--- src/rtl/pinport_pkg.sv ---
package pinport_pkg;
    typedef enum logic [1:0] {
        TRIG_RISE  = 2'd0,
        TRIG_FALL  = 2'd1,
        TRIG_BOTH  = 2'd2,
        TRIG_LEVEL = 2'd3
    } trig_e;

    typedef enum logic [1:0] {
        REG_DATA = 2'd0,
        REG_DIR  = 2'd1,
        REG_MASK = 2'd2,
        REG_CAP  = 2'd3
    } reg_e;

    localparam int BUS_W  = 32;
    localparam int ADDR_W = 4;
endpackage

--- src/rtl/pin_sync_edge.sv ---
module pin_sync_edge
    import pinport_pkg::*;
#(
    parameter int    PIN_COUNT = 32,
    parameter trig_e TRIGGER   = TRIG_BOTH
) (
    input  logic                 clk,
    input  logic                 rst_n,
    input  logic [PIN_COUNT-1:0] pin_in,
    output logic [PIN_COUNT-1:0] sync_o,
    output logic [PIN_COUNT-1:0] evt_o
);
    typedef enum logic [1:0] {
        SETTLE_A = 2'd0,
        SETTLE_B = 2'd1,
        SETTLE_C = 2'd2,
        LIVE     = 2'd3
    } settle_e;

    settle_e state_q, state_d;
    logic [PIN_COUNT-1:0] meta_q, sync_q, hist_q;
    logic [PIN_COUNT-1:0] rise, fall, raw;
    logic                 live;

    always_ff @(posedge clk) begin
        if (!rst_n) begin
            meta_q <= '0;
            sync_q <= '0;
            hist_q <= '0;
        end else begin
            meta_q <= pin_in;
            sync_q <= meta_q;
            hist_q <= sync_q;
        end
    end

    // settle machine: state register
    always_ff @(posedge clk) begin
        if (!rst_n) state_q <= SETTLE_A;
        else        state_q <= state_d;
    end

    always_comb begin
        state_d = state_q;
        unique case (state_q)
            SETTLE_A: state_d = SETTLE_B;
            SETTLE_B: state_d = SETTLE_C;
            SETTLE_C: state_d = LIVE;
            LIVE:     state_d = LIVE;
        endcase
    end

    // settle machine: outputs
    always_comb begin
        live = 1'b0;
        unique case (state_q)
            SETTLE_A, SETTLE_B, SETTLE_C: live = 1'b0;
            LIVE:                         live = 1'b1;
        endcase
    end

    always_comb begin
        rise = sync_q & ~hist_q;
        fall = ~sync_q & hist_q;
        unique case (TRIGGER)
            TRIG_RISE:  raw = rise;
            TRIG_FALL:  raw = fall;
            TRIG_BOTH:  raw = rise | fall;
            TRIG_LEVEL: raw = '0;
        endcase
    end

    assign sync_o = sync_q;
    assign evt_o  = live ? raw : '0;

    // two-flop latency from pad to synchronised view
    p_sync_latency_r3: assert property (@(posedge clk) disable iff (!rst_n)
        (state_q == LIVE) |-> (sync_q == $past(pin_in, 2)));

    // no edge reported while settling
    p_settle_quiet_r10: assert property (@(posedge clk) disable iff (!rst_n)
        (state_q != LIVE) |-> (evt_o == '0));
endmodule

--- src/rtl/pin_capture.sv ---
module pin_capture
    import pinport_pkg::*;
#(
    parameter int    PIN_COUNT = 32,
    parameter trig_e TRIGGER   = TRIG_BOTH
) (
    input  logic                 clk,
    input  logic                 rst_n,
    input  logic [PIN_COUNT-1:0] evt_i,
    input  logic [PIN_COUNT-1:0] clr_i,
    output logic [PIN_COUNT-1:0] cap_o
);
    logic [PIN_COUNT-1:0] cap_q;

    always_ff @(posedge clk) begin
        if (!rst_n) cap_q <= '0;
        else        cap_q <= (cap_q & ~clr_i) | evt_i;
    end

    assign cap_o = cap_q;

    // a clear with no coincident event empties the bit
    p_w1c_r6: assert property (@(posedge clk) disable iff (!rst_n)
        ((clr_i & ~evt_i) != '0) |=> ((cap_q & $past(clr_i & ~evt_i)) == '0));

    // an event always lands, even against a clear
    p_event_wins_r7: assert property (@(posedge clk) disable iff (!rst_n)
        (evt_i != '0) |=> ((cap_q & $past(evt_i)) == $past(evt_i)));

    generate
        if (TRIGGER == TRIG_LEVEL) begin : g_lvl_chk
            // nothing captured in level mode
            p_cap_idle_r9: assert property (@(posedge clk) disable iff (!rst_n)
                cap_q == '0);
        end
    endgenerate
endmodule

--- src/rtl/pin_irq_gen.sv ---
module pin_irq_gen
    import pinport_pkg::*;
#(
    parameter int    PIN_COUNT = 32,
    parameter trig_e TRIGGER   = TRIG_BOTH
) (
    input  logic [PIN_COUNT-1:0] cap_i,
    input  logic [PIN_COUNT-1:0] data_i,
    input  logic [PIN_COUNT-1:0] mask_i,
    output logic                 irq_o
);
    localparam bit USE_LEVEL = (TRIGGER == TRIG_LEVEL);

    logic [PIN_COUNT-1:0] src;

    assign src   = USE_LEVEL ? data_i : cap_i;
    assign irq_o = |(src & mask_i);
endmodule

--- src/rtl/pin_port_irq.sv ---
module pin_port_irq
    import pinport_pkg::*;
#(
    parameter int    PIN_COUNT = 32,
    parameter trig_e TRIGGER   = TRIG_BOTH
) (
    input  logic                 clk,
    input  logic                 rst_n,
    input  logic                 bus_sel,
    input  logic                 bus_wr,
    input  logic [ADDR_W-1:0]    bus_addr,
    input  logic [BUS_W-1:0]     bus_wdata,
    output logic [BUS_W-1:0]     bus_rdata,
    input  logic [PIN_COUNT-1:0] pin_in,
    output logic [PIN_COUNT-1:0] pin_out,
    output logic [PIN_COUNT-1:0] pin_oe,
    output logic                 irq
);
    logic [PIN_COUNT-1:0] out_q, dir_q, mask_q;
    logic [PIN_COUNT-1:0] sync_v, evt_v, cap_v, clr_v, data_view;
    logic                 aligned, wr_en;
    reg_e                 idx;

    assign aligned = (bus_addr[1:0] == 2'b00);
    assign idx     = reg_e'(bus_addr[3:2]);
    assign wr_en   = bus_sel & bus_wr & aligned;

    always_ff @(posedge clk) begin
        if (!rst_n) begin
            out_q  <= '0;
            dir_q  <= '0;
            mask_q <= '0;
        end else if (wr_en) begin
            unique case (idx)
                REG_DATA: out_q  <= bus_wdata[PIN_COUNT-1:0];
                REG_DIR:  dir_q  <= bus_wdata[PIN_COUNT-1:0];
                REG_MASK: mask_q <= bus_wdata[PIN_COUNT-1:0];
                REG_CAP:  ;
            endcase
        end
    end

    assign clr_v     = (wr_en && idx == REG_CAP) ? bus_wdata[PIN_COUNT-1:0] : '0;
    assign data_view = (dir_q & out_q) | (~dir_q & sync_v);

    always_comb begin
        logic [PIN_COUNT-1:0] sel;
        sel = '0;
        unique case (idx)
            REG_DATA: sel = data_view;
            REG_DIR:  sel = dir_q;
            REG_MASK: sel = mask_q;
            REG_CAP:  sel = cap_v;
        endcase
        bus_rdata = '0;
        if (aligned) bus_rdata[PIN_COUNT-1:0] = sel;
    end

    pin_sync_edge #(.PIN_COUNT(PIN_COUNT), .TRIGGER(TRIGGER)) u_sync (
        .clk    (clk),
        .rst_n  (rst_n),
        .pin_in (pin_in),
        .sync_o (sync_v),
        .evt_o  (evt_v)
    );

    pin_capture #(.PIN_COUNT(PIN_COUNT), .TRIGGER(TRIGGER)) u_cap (
        .clk   (clk),
        .rst_n (rst_n),
        .evt_i (evt_v),
        .clr_i (clr_v),
        .cap_o (cap_v)
    );

    pin_irq_gen #(.PIN_COUNT(PIN_COUNT), .TRIGGER(TRIGGER)) u_irq (
        .cap_i  (cap_v),
        .data_i (data_view),
        .mask_i (mask_q),
        .irq_o  (irq)
    );

    assign pin_out = out_q;
    assign pin_oe  = dir_q;

    // the enable follows a direction write
    p_oe_follows_dir_r2: assert property (@(posedge clk) disable iff (!rst_n)
        (wr_en && idx == REG_DIR) |=> (pin_oe == $past(bus_wdata[PIN_COUNT-1:0])));

    // no interrupt with every pin masked
    p_irq_needs_mask_r8: assert property (@(posedge clk) disable iff (!rst_n)
        irq |-> (mask_q != '0));

    // a misaligned write leaves direction untouched
    p_misaligned_ignored_r4: assert property (@(posedge clk) disable iff (!rst_n)
        (bus_sel && bus_wr && !aligned) |=> $stable(pin_oe));
endmodule

--- config.mk ---
export PLATFORM = sky130hd
export DESIGN_NAME = pin_port_irq
export DESIGN_NICKNAME = d
export VERILOG_FILES = /design/src/rtl/pinport_pkg.sv /design/src/rtl/pin_sync_edge.sv /design/src/rtl/pin_capture.sv /design/src/rtl/pin_irq_gen.sv /design/src/rtl/pin_port_irq.sv
export SDC_FILE = /design/constraint.sdc
export NUM_CORES = 1
export LEC_CHECK = 0
export ABC_AREA = 1
export BUFFER_PORTS_ARGS = -buffer_cell sky130_fd_sc_hd__buf_2
export CAP_MARGIN = 20
export CELL_PAD_IN_SITES_DETAIL_PLACEMENT = 1
export CELL_PAD_IN_SITES_GLOBAL_PLACEMENT = 1
export CORE_MARGIN = 8
export CORE_UTILIZATION = 36
export CTS_CLUSTER_SIZE = 25
export DETAILED_ROUTE_END_ITERATION = 7
export PLACE_DENSITY = 0.73
export SYNTH_ARGS = -nofsm -noshare
export SYNTH_HDL_FRONTEND = slang
export SYNTH_SLANG_ARGS = --single-unit
--- constraint.sdc ---
create_clock -name clk -period 1 [get_ports clk]
set_input_delay 0.1 -clock clk [delete_from_list [all_inputs] [get_ports clk]]
set_output_delay 0.1 -clock clk [all_outputs]
set_load 0.05 [all_outputs]
# After elaboration in Yosys (flattened, before gate mapping)
# Index checks and enable logic that the tools add are counted.
totals:
  regBits: 226
  wordCells: 45
classes:
  n_eq_ne: 6
  n_mux: 6
  bitwise_logic: 15
  reduce_logical: 10
op_table:
  columns: ["operator", "count"]
  rows:
  - ["AND 32 bit", 6]
  - ["inverter 32 bit", 4]
  - ["case mux 32 bit (4 select lines)", 1]
  - ["two-way mux 32 bit", 3]
  - ["OR 32 bit", 3]
  - ["OR reduction 32 bit", 1]
  - ["== test 2 bit (second input constant)", 4]
  - ["zero test 2 bit", 3]
  - ["case mux 2 bit (3 select lines)", 1]
  - ["AND reduction 2 bit", 3]
  - ["== test 2 x 1 -> 1 bit (second input constant)", 2]
  - ["OR reduction 3 bit", 1]
  - ["AND 1 bit", 2]
  - ["case mux 1 bit (2 select lines)", 1]
  - ["OR reduction 2 bit", 1]
  - ["logical AND 1 bit", 1]

# Logic depth before layout (Yosys ltp)
logic_depth:
  ltp_word: 7
  ltp_mapped: 9
  mapped_depth_nobuf: 7

# Hierarchy
# From an unflattened synthesis, not the netlist that was laid out.
unflattened:
  cells_unflattened: 1764
  hier_area_um2: 11068.1
modules_own_cells:
  columns: ["mod", "instances", "cells_per_inst", "area_each_um2"]
  rows:
  - ["pin_port_irq", 1, 1098, 6074.6]
  - ["pin_sync_edge", 1, 439, 3445.8]
  - ["pin_capture", 1, 164, 1311.3]
  - ["pin_irq_gen", 1, 63, 236.5]

# Least setup slack after synthesis
# No wires, ideal clock.
synth_path:
  path_kind: "register to output"
  startpoint: "reg dir_q[13] (netlist: pin_oe[13])"
  endpoint: "out bus_rdata[13]"
  arrival_ns: 1.714
  path_slack_ns: -0.814
  stages_incl_launch_ff: 5
  n_path_buf: 0
  cell_sequence: "dfxtp_1 > inv_1 > o21ai_0 > inv_1 > a21oi_1"
synth_via:
  elab_chain_len: 5
  word_cells_on_any_way: 6
  classes_between: "mux: 2; bitwise: 4"
synth_rtl:
  columns: ["item", "line", "text"]
  rows:
  - ["start: declaration", "pin_port_irq.sv:19", "logic [PIN_COUNT-1:0] out_q, dir_q, mask_q;"]
  - ["start signal: assignment", "pin_port_irq.sv:36", "REG_DIR: dir_q <= bus_wdata[PIN_COUNT-1:0];"]
  - ["inverter 32 bit", "pin_port_irq.sv:44", "assign data_view = (dir_q & out_q) | (~dir_q & sync_v);"]
  - ["AND 32 bit", "pin_port_irq.sv:44", null]
  - ["OR 32 bit", "pin_port_irq.sv:44", null]
  - ["case mux 32 bit (4 select lines) (*)", "pin_port_irq.sv:49", "unique case (idx)"]
  - ["two-way mux 32 bit (*)", "pin_port_irq.sv:56", "if (aligned) bus_rdata[PIN_COUNT-1:0] = sel;"]
  - ["end: declaration", "pin_port_irq.sv:13", "output logic [BUS_W-1:0] bus_rdata,"]
# Every way passes the cells marked *; elsewhere a longest branch is shown, timed or not.

# Final worst setup path
layout_path:
  startpoint: "reg u_cap.cap_q[7] (netlist: u_cap.cap_o[7])"
  endpoint: "out irq"
layout_via:
  elab_chain_len: 2
layout_rtl:
  columns: ["item", "line", "text"]
  rows:
  - ["start: declaration", "pin_capture.sv:13", "logic [PIN_COUNT-1:0] cap_q;"]
  - ["start signal: assignment", "pin_capture.sv:17", "else cap_q <= (cap_q & ~clr_i) | evt_i;"]
  - ["AND 32 bit", "pin_irq_gen.sv:17", "assign irq_o = |(src & mask_i);"]
  - ["OR reduction 32 bit", "pin_irq_gen.sv:17", null]
  - ["end: declaration", "pin_port_irq.sv:17", "output logic irq"]
# Every way passes these cells.

==> results_dict.tcl <==
set metrics [dict create \
    hold_path_depth 4 \
    hpwl_mm 24.0 \
    synth_top_family_by_area "simple AND/OR/NAND/NOR gates" \
    synth_simple_gate_area_frac 0.261 \
    stdcell_area_um2 16900 \
    p_per_area_nw_per_um2 1320 \
    fp-row-count 59 \
    clk_path_buf_depth 3 \
    finClkSkew_ns 0.00825 \
    grt_pass1_vias 12202 \
    cts_tree "built" \
    yosys.cell_types.count 24 \
    cts-buffers-inserted 27 \
    area_growth_pct 79.2 \
    avgSynthCellArea_um2 6.92 \
    fin_tns_setup_ns -38.02 \
    critical_path_class "reg -> out" \
    p_leak_nw 7.76 \
    fp.dieH_um 178 \
    via_per_inst 5.44 \
    route.vias.total 11517 \
    die_width_um 178 \
    layout.nets 1834 \
    hold_viol 0 \
    layout_setup_ws_ns -0.868 \
    drv_slew 0 \
    synth_compound_gate_area_share 0.153 \
    utilization 0.653 \
    grt-ovfl-total 0 \
    cp.arrival_ns 1.77 \
    irDropWorstVdd_v 0.00111 \
    dieArea_um2 31700 \
    min_period_ns 1.87 \
    h-tree-depth 1 \
    synth_fp_nets 1437 \
    grt_use_total 0.273 \
    crit_chain "nand2_1 > nand2_1 > nor2_1 > nand2_1 > nor2_4 > nand2_4 > buf_8" \
    grt_pass1_wl_mm 67.7 \
    ant_nets 0 \
    ys_ff_latch 226 \
    fillers 2902 \
    dpl_cell_area_um2 12600 \
    cts.sinks 226 \
    crit_path_start_kind "register" \
    synth.area.mux_share 0 \
    cpLargestDelayFamily "simple AND/OR/NAND/NOR gates" \
    path_max_fanout 3 \
    violations "setup timing" \
    wl_per_cell_um 24.5 \
    clkTransAtPathRegs_ns 0.06 \
    cts-root-buf "clkbuf_16" \
    dr.first_iter.drc_count 787 \
    grt_max_degree 46 \
    antenna_found_initial 0 \
    wl_mm 52.0 \
    critical_path.max_stage_delay_ns 0.35 \
    finalWeightedCongestion 0.792 \
    portBuffers 168 \
    start_util 0.365 \
    core_um2 25900 \
    cap_violations 0 \
    drc 0 \
    syn_inst 1365 \
    ys_warn_count 0 \
    drive_above_1_share 0.480 \
    cp_slowest_cell "dfxtp_2" \
    synth_xor_area_frac 0 \
    clock_latency_ns 0.53 \
    crit_top_cell "nand2_1" \
    rsz0062_at_grt "true" \
    seq_area_frac_synth 0.479 \
    rr_worst_depth 6 \
    yosys.area_share.adder 0 \
    drt-pass1-iter-count 5 \
    slew_headroom 0.766 \
    syn-cell-area_um2 9450 \
    worst-path-stages 7 \
    tightest_slew_ns 0.349 \
    fin_crit_sh 1.87 \
    ios 169 \
    status "complete, but fails checks" \
    cp.required_ns 0.90 \
    cp-end-kind "output pin" \
    hold_path_class "in -> reg" \
    path_buf_inv 1 \
    setup_viol 148 \
    max_freq_mhz 535 \
]
## path summary, 6_finish.rpt
path                           end               from  slack (ns)
setup / recovery               irq     u_cap.cap_o[7]       -0.87
hold / removal          mask_q[11]              rst_n        0.04
setup reg to reg    u_cap.cap_o[9]  u_sync.state_q[1]       -0.30
hold reg to reg   u_sync.sync_o[1]   u_sync.meta_q[1]        0.41
## stage by stage
stage	setup slack [ns]	std cells	hold WS [ns]	total power [mW]
floorplan	-0.0974	1365	0.198	10.6
global placement	-0.479	1958	0.281	11.6
detailed placement	-0.491	1958	0.288	11.6
CTS	-0.732	2079	0.00434	21.9
global route	-0.858	2117	0.0459	23.0
finish	-0.868	2118	0.0390	22.4
## sequential cells by signal, indices dropped and copies added, names as in the netlist
register        flops
u_sync.state_q      2
u_cap.cap_o        32
mask_q             32
u_sync.hist_q      32
pin_oe             32
pin_out            32
u_sync.sync_o      32
u_sync.meta_q      32
## layer usage
metal / share of wire / track usage / vias to the layer above / wire length [µm]
met2: 0.52 / 0.510 / 524 / 27000
met1: 0.36 / 0.293 / 5694 / 18900
met4: 0.058 / 0.125 / 0 / 3000
met5: 0 / 0 / - / 0
li1: - / - / 5096 / -
met3: 0.058 / 0.0483 / 203 / 3020
## layout make-up
| cell class | count | area, µm² | area share |
|---|---|---|---|
| repair buffers | 438 | 4800 | 0.283 |
| flip-flops and latches | 226 | 4830 | 0.285 |
| repair inverters | 2 | 20.0 | 0.00118 |
| well taps | 335 | 419 | 0.0248 |
| inverters | 167 | 689 | 0.0407 |
| multi-input cells | 900 | 5300 | 0.313 |
| diodes | 1 | 2.50 | 0.000148 |
| clock inverters | 8 | 68.8 | 0.00406 |
| clock buffers | 41 | 810 | 0.0478 |
## worst min-delay path, stage by stage
cell     delay, ns
buf_6         0.13
buf_12        0.17
o21ai_2       0.07
nor2_1        0.05
## timing repair
action,CTS,global route
pin swaps,112,86
resized for setup,574,229
setup endpoints to repair,128,161
gates cloned,4,5
buffers inserted,8,47
hold endpoints to repair,158,0
hold buffers,64,0
## synth_stat cells
| cell | instances | area, µm² |
|---|---|---|
| inv_6 | 1 | 8.76 |
| nor2_8 | 1 | 20.0 |
| nor2_1 | 254 | 953 |
| inv_1 | 160 | 601 |
| clkbuf_2 | 3 | 15.0 |
| clkinv_1 | 2 | 7.51 |
| dfxtp_1 | 226 | 4520 |
| nand4_1 | 33 | 206 |
| buf_6 | 7 | 78.8 |
| nor2_4 | 2 | 22.5 |
| clkinv_2 | 1 | 5.00 |
| o211a_1 | 11 | 110 |
| a21oi_1 | 71 | 355 |
| buf_1 | 3 | 11.3 |
| o22ai_1 | 14 | 87.6 |
| buf_4 | 5 | 37.5 |
| nand2_1 | 329 | 1230 |
| o21ai_1 | 11 | 55.1 |
| clkbuf_1 | 34 | 128 |
| o21ai_0 | 168 | 841 |
| nand2_2 | 4 | 25.0 |
| buf_2 | 21 | 105 |
| nor2_2 | 1 | 6.26 |
| inv_2 | 3 | 11.3 |
## power by group
part,switching (mW),internal [mW],total [mW]
Sequential,0.198,9.12,9.31
Combinational,1.88,1.34,3.22
Clock,4.02,5.82,9.84
## kinds of logic (layout without fill, tap and decap cells)
family                 after synthesis  after routing
buffers and inverters              240            656
AO/OA/AOI/OAI                      275            275
AND/OR/NAND/NOR                    624            625
other                                0              1
flip-flops                         226            226
## placed cells by master (no fill, tap or decap), drive strengths merged
cell type / n
a21oi: 71
o211a: 11
clkbuf: 43
nor2: 258
dfxtp: 226
buf: 372
inv: 168
o22ai: 14
nand2: 334
clkinv: 8
o21ai: 179
bufinv: 1
nand4: 33
diode: 1
dlygate4sd3: 64
Note: power is estimated with default switching activity, not from simulation.
